**src/rtl/codec_frame_timer.sv**
```systemverilog
module codec_frame_timer #(
  parameter int AW       = 8,
  parameter int BW       = 8,
  parameter int BMIN     = 20,
  parameter int ADC_AT   = 9,
  parameter int CONV_LEN = 10
) (
  input  logic          clk,
  input  logic          rst,
  input  logic          sclk_in,
  input  logic [AW-1:0] a_div,
  input  logic [BW-1:0] b_len,
  output logic          fclk_tick,
  output logic [BW-1:0] b_cnt,
  output logic          adc_start,
  output logic          adc_done,
  output logic          dac_start,
  output logic          dac_done,
  output logic          fs_n
);
  localparam int CW = $clog2(CONV_LEN + 1);

  typedef enum logic [1:0] {S_IDLE, S_WFALL, S_WRISE, S_LOW} fs_state_t;

  logic [AW-1:0] a_q, a_cnt;
  logic          phase;
  logic [CW-1:0] dac_left;
  logic          s1, s2, s3;
  fs_state_t     state;

  wire [AW-1:0] a_eff   = (a_div == '0) ? AW'(1) : a_div;
  wire [BW-1:0] b_eff   = (b_len < BW'(BMIN)) ? BW'(BMIN) : b_len;
  wire [BW-1:0] b_load  = b_eff - 1'b1;
  wire          a_wrap  = (a_cnt == a_q - 1'b1);
  wire          b_end   = fclk_tick && (b_cnt == '0);
  wire          sc_rise = s2 & ~s3;
  wire          sc_fall = ~s2 & s3;

  assign fclk_tick = a_wrap & phase;

  always_ff @(posedge clk) begin
    if (rst) begin
      a_q   <= a_eff;
      a_cnt <= '0;
      phase <= 1'b0;
      b_cnt <= b_load;
    end else begin
      if (a_wrap) begin
        a_cnt <= '0;
        phase <= ~phase;
      end else begin
        a_cnt <= a_cnt + 1'b1;
      end
      if (fclk_tick) begin
        if (b_cnt == '0) begin
          b_cnt <= b_load;
          a_q   <= a_eff;
        end else begin
          b_cnt <= b_cnt - 1'b1;
        end
      end
    end
  end

  always_ff @(posedge clk) begin
    if (rst) begin
      s1 <= 1'b0;
      s2 <= 1'b0;
      s3 <= 1'b0;
    end else begin
      s1 <= sclk_in;
      s2 <= s1;
      s3 <= s2;
    end
  end

  always_ff @(posedge clk) begin
    if (rst) begin
      state     <= S_IDLE;
      fs_n      <= 1'b1;
      adc_start <= 1'b0;
      adc_done  <= 1'b0;
      dac_start <= 1'b0;
      dac_done  <= 1'b0;
      dac_left  <= '0;
    end else begin
      adc_start <= fclk_tick && (b_cnt == BW'(ADC_AT + 1));
      adc_done  <= b_end;
      dac_start <= 1'b0;
      dac_done  <= 1'b0;
      if (fclk_tick && dac_left != '0) begin
        dac_left <= dac_left - 1'b1;
        if (dac_left == CW'(1)) dac_done <= 1'b1;
      end
      if (b_end) begin
        state <= S_WFALL;
        fs_n  <= 1'b1;
      end else begin
        case (state)
          S_WFALL: if (sc_fall) state <= S_WRISE;
          S_WRISE: if (sc_rise) begin
            state     <= S_LOW;
            fs_n      <= 1'b0;
            dac_start <= 1'b1;
            dac_left  <= CW'(CONV_LEN);
          end
          S_LOW: if (sc_rise) begin
            state <= S_IDLE;
            fs_n  <= 1'b1;
          end
          default: ;
        endcase
      end
    end
  end
endmodule

```
**config.mk**
```make
export PLATFORM = sky130hd
export DESIGN_NAME = codec_frame_timer
export DESIGN_NICKNAME = d
export VERILOG_FILES = /design/src/rtl/codec_frame_timer.sv
export SDC_FILE = /design/constraint.sdc
export NUM_CORES = 1
export LEC_CHECK = 0
export BUFFER_PORTS_ARGS = -buffer_cell sky130_fd_sc_hd__buf_2
export CELL_PAD_IN_SITES_DETAIL_PLACEMENT = 1
export CELL_PAD_IN_SITES_GLOBAL_PLACEMENT = 1
export CORE_ASPECT_RATIO = 0.5
export CORE_MARGIN = 2
export CORE_UTILIZATION = 40
export DETAILED_ROUTE_END_ITERATION = 12
export PLACE_DENSITY = 0.84
export SYNTH_ARGS = -nofsm -noshare
export SYNTH_HDL_FRONTEND = slang
export SYNTH_SLANG_ARGS = --single-unit
```
**constraint.sdc**
```tcl
create_clock -name clk -period 5.6 [get_ports clk]
set_input_delay 0.56 -clock clk [delete_from_list [all_inputs] [get_ports clk]]
set_output_delay 0.56 -clock clk [all_outputs]
set_load 0.05 [all_outputs]
```
* Word-level counts from Yosys, hierarchy flattened *
Cells that the tools add are included.

storage, ports and cells
  register bits = 39
  input bits = 19
  output and inout port bits = 14
  word-level logic and storage cells = 82

operators by class
  add/sub/neg operators = 5
  magnitude comparators = 1
  equal/unequal tests = 12
  muxes and demuxes = 22
  bitwise logic cells = 8
  reductions and logical operators = 19

operators by type and width
  kind                   number
  $mux W8                8
  $sub A8 B1 Y8 const B  3
  $logic_not A8 Y1       2
  $mux W4                4
  $ne A3 B3 Y1 const B   3
  $add A8 B1 Y8 const B  1
  $eq A8 B4 Y1 const B   1
  $eq A8 B8 Y1           1
  $lt A8 B5 Y1 const B   1
  $reduce_and A4 Y1      2
  $reduce_bool A4 Y1     2
  $mux W2                3
  $ne A2 B2 Y1 const B   3
  $pmux W2 S3            1
  $reduce_bool A2 Y1     3
  $reduce_or A2 Y1       3
  $mux W1                5
  $not A1 Y1             5
  $eq A2 B2 Y1 const B   2
  $eq A4 B1 Y1 const B   1
  $sub A4 B1 Y4 const B  1
  $and A1 B1 Y1          3
  $logic_and A1 B1 Y1    3
  $reduce_and A3 Y1      1
  other kinds (5)        5

* Longest topological paths before layout *
  depth after elaboration = 8
  depth in mapped cells = 9
  mapped depth without buffers = 8

* Worst setup path before layout *
Ideal clock, no wire load.

  path kind = flip-flop to output port
  start point = reg a_q[2]
  end point = out fclk_tick
  arrival = 2.343 ns
  data required time = 5.040 ns
  path slack = 2.697 ns
  stages on the path, launching flop included = 9
  buffers on the path = 2
  path through = edfxtp_1 > or3_1 > buf_2 > or4_4 > a211oi_2 > and2_1 > buf_4 > nand2_1 > inv_1

on the way
  word-level cells in the longest chain between the ends = 3

ends and longest elaborated chain
  item                    line  text
  start, declared         25    logic [AW-1:0] a_q, a_cnt;
  start signal, assigned  43    a_q <= a_eff;
  start signal, assigned  57    a_q <= a_eff;
  $sub A8 B1 Y8           34    wire a_wrap = (a_cnt == a_q - 1'b1);
  $eq A8 B8 Y1            34
  $and A1 B1 Y1           39    assign fclk_tick = a_wrap & phase;
  end, declared           13    output logic fclk_tick,

No other way between the ends.

* Worst setup path after layout *
Same ends and word-level chain as after synthesis.

==> metrics <==
Max Cap Viol=0; total negative setup slack=0 ps; hold buffers post-CTS=0; Pint=0.4251 mW; Synth area leader=edfxtp_1; Hold Fails Final Rpt=0; Syn Area/Cell=9.275 µm²; die span in x=109.5 µm; Final Setup Violations=0; Final min period=3393 ps; Switch Pwr=0.1725 mW; Critical Setup Path Class=register to primary output; Area Growth Syn to Fin=12.98%; Pwr Density=237.6 nW/µm²; Worst Tran Pin Value=954.5 ps; RSZ-0062 raised after global routing=false; Initial Utilization=41.07%; total number of vias=1804; drt via density=5.275; max_slew headroom=35.99%; Bufs and invs on worst path=2; cts bufs inserted=5; Crit-path slowest cell=or4_4; TritonCTS clock tree=built; peak supply drop=0.09742 mV; GP Congestion=0.8331; Post-route DRC=0; Mapped Area=2226 µm²; final slew viol count=0; Routed Antenna Nets=0; max incr delay on CP=520 ps; vias in the first global route=1870; I/O Pins=33; Seq cells post-synth=39; Seq/Total Area, Yosys=42.27%; Synth Instances=240; # diodes=0; Worst Hold Class=register to register; Post-synth EDFFs=16; CTS max path bufs=2; delay-heaviest family, CP=simple AND/OR/NAND/NOR gates; 1st-iter DRT viols=70; Max Clk Rate=294.7 MHz; post-CTS repair timing setup buffer count=0; total global routing overflow=0; Crit. End Element=primary output; switching share of power=28.86%; CTS root buffer=clkbuf_8; Leakage=0.9811 nW; Die ar.=6214 µm²; global-route wire length before repair=8500 µm; Worst Path Arrival=2830 ps; top_reg_cell synth=dfxtp_1; initial antenna violation count=0; largest net degree at the start of global routing=15; core region area=5420 µm²; Final Cycle Share=60.59%; fin util=46.40%; Comb pwr share=14.7%; syn_nets=272; clk_lat worst skew=300 ps; cts repair resizes=0; CP startpoint kind=register; CP required=5040 ps; Die Y=56.75 µm; synth warn=0; gr usage total=17.73%; Area contributors post-synth=edfxtp_1 22%, dfxtp_1 21%, ha_1 7.3%; post-DP HPWL=3936 µm; detailed-router iteration count before antenna repair=4; nets=300; Critical Path Fanout Max=6; Reg power frac=53.8%; most frequent cells in the layout=32 x buf_2, 23 x nor2_1, 23 x dfxtp_1; H-tree Lvls=2; Routed WL=5106 µm; layout cells sized above 1=17.47%; Netlist cell types=49; Clk network pwr share=31.4%; Setup Skew=5.906 ps; Clock transition at path regs=80 ps; fill count=652; Synth top area share=21.59%; most common cell after layout, fill and taps aside=buf_2; outcome=complete, no violations; Avg WL per Cell=14.93 µm; ys async rst share=0%; port bufs=32; # clock sinks=39; critical-path cell list=or3_1, or4_4, a211oi_2, and2_1, nand2_1, inv_1, buf_2; num rows=19
==> synth_stat cells (2+ instances only) <==
cell	n
clkbuf_1	9
a21oi_1	11
nand3b_1	2
o21ai_0	6
a31oi_1	2
dfxtp_1	23
o31ai_1	5
nand2_1	20
nand4b_1	2
xnor2_1	15
mux2i_1	3
a211oi_1	3
nor3_1	10
nand2b_1	2
inv_1	15
nor4_1	4
nor2_1	23
xor2_1	9
nor2b_1	6
and3_1	2
nand4_1	4
edfxtp_1	16
nand3_1	7
o31a_1	2
ha_1	13
or3_1	3
==> registers in the layout (all words and copies together), names as in the netlist <==
signal	flops
a_cnt	8
dac_start	1
s2	1
b_cnt	8
s3	1
adc_start	1
s1	1
phase	1
adc_done	1
state	2
dac_left	4
a_q	8
fs_n	1
dac_done	1
==> final timing paths <==
kind	startpoint	to	slack [ps]	cells after the start
min reg2reg	s1$_SDFF_PP0_	s2$_SDFF_PP0_	450	1
max	a_q[2]$_SDFFCE_PN0P_	fclk_tick	2210	7
max reg2reg	a_q[2]$_SDFFCE_PN0P_	a_q[2]$_SDFFCE_PN0P_	2510	5
min	s1$_SDFF_PP0_	s2$_SDFF_PP0_	450	1
==> routing by layer <==
| layer | wire [µm] | track usage, % | up-vias |
|---|---|---|---|
| met2 | 2615 | 31.57 | 22 |
| met5 | 0 | 0 | - |
| met3 | 165 | 4.530 | 9 |
| li1 | - | - | 895 |
| met4 | 75 | 6.148 | 0 |
| met1 | 2250 | 20.65 | 878 |
==> cell type report <==
class | count | area, µm² | area share, %
Sequential cell | 39 | 940.9 | 37.41
Timing Repair Buffer | 32 | 160.2 | 6.368
Clock buffer | 5 | 68.82 | 2.736
Clock inverter | 3 | 15.01 | 0.5970
Tap cell | 73 | 91.34 | 3.632
Inverter | 15 | 56.30 | 2.239
Multi-Input combinational cell | 175 | 1182 | 47.01
==> cell families after synthesis <==
family	after synthesis	share of synthesized area [%]
flops	39	42.27
fa+ha+maj	13	7.308
xor+xnor	24	9.444
simple gates	93	21.25
compound gates	42	13.77
mux	3	1.349
buf+inv	26	4.609
==> power groups by stage <==
stage | sequential (mW) | clock [mW] | combinational (mW)
2_1_floorplan | 0.343 | 0 | 0.0461
3_3_place_gp | 0.328 | 0 | 0.0839
3_5_place_dp | 0.328 | 0 | 0.0878
4_1_cts | 0.322 | 0.192 | 0.0885
5_1_grt | 0.324 | 0.203 | 0.0964
6_report | 0.322 | 0.188 | 0.0879
==> per-stage QoR <==
step	hold slack, ps	worst slack (ps)	power [mW]	area (µm²)	std cells
2_1_floorplan	413.8	2697	0.3889	2226	240
3_3_place_gp	422.5	2590	0.4114	2431	334
3_5_place_dp	437.0	2498	0.4161	2431	334
4_1_cts	447.7	2195	0.6019	2515	342
5_1_grt	442.5	2050	0.6235	2515	342
6_report	453.7	2207	0.5976	2515	342
No activity file was read; power rests on OpenSTA's default activity.
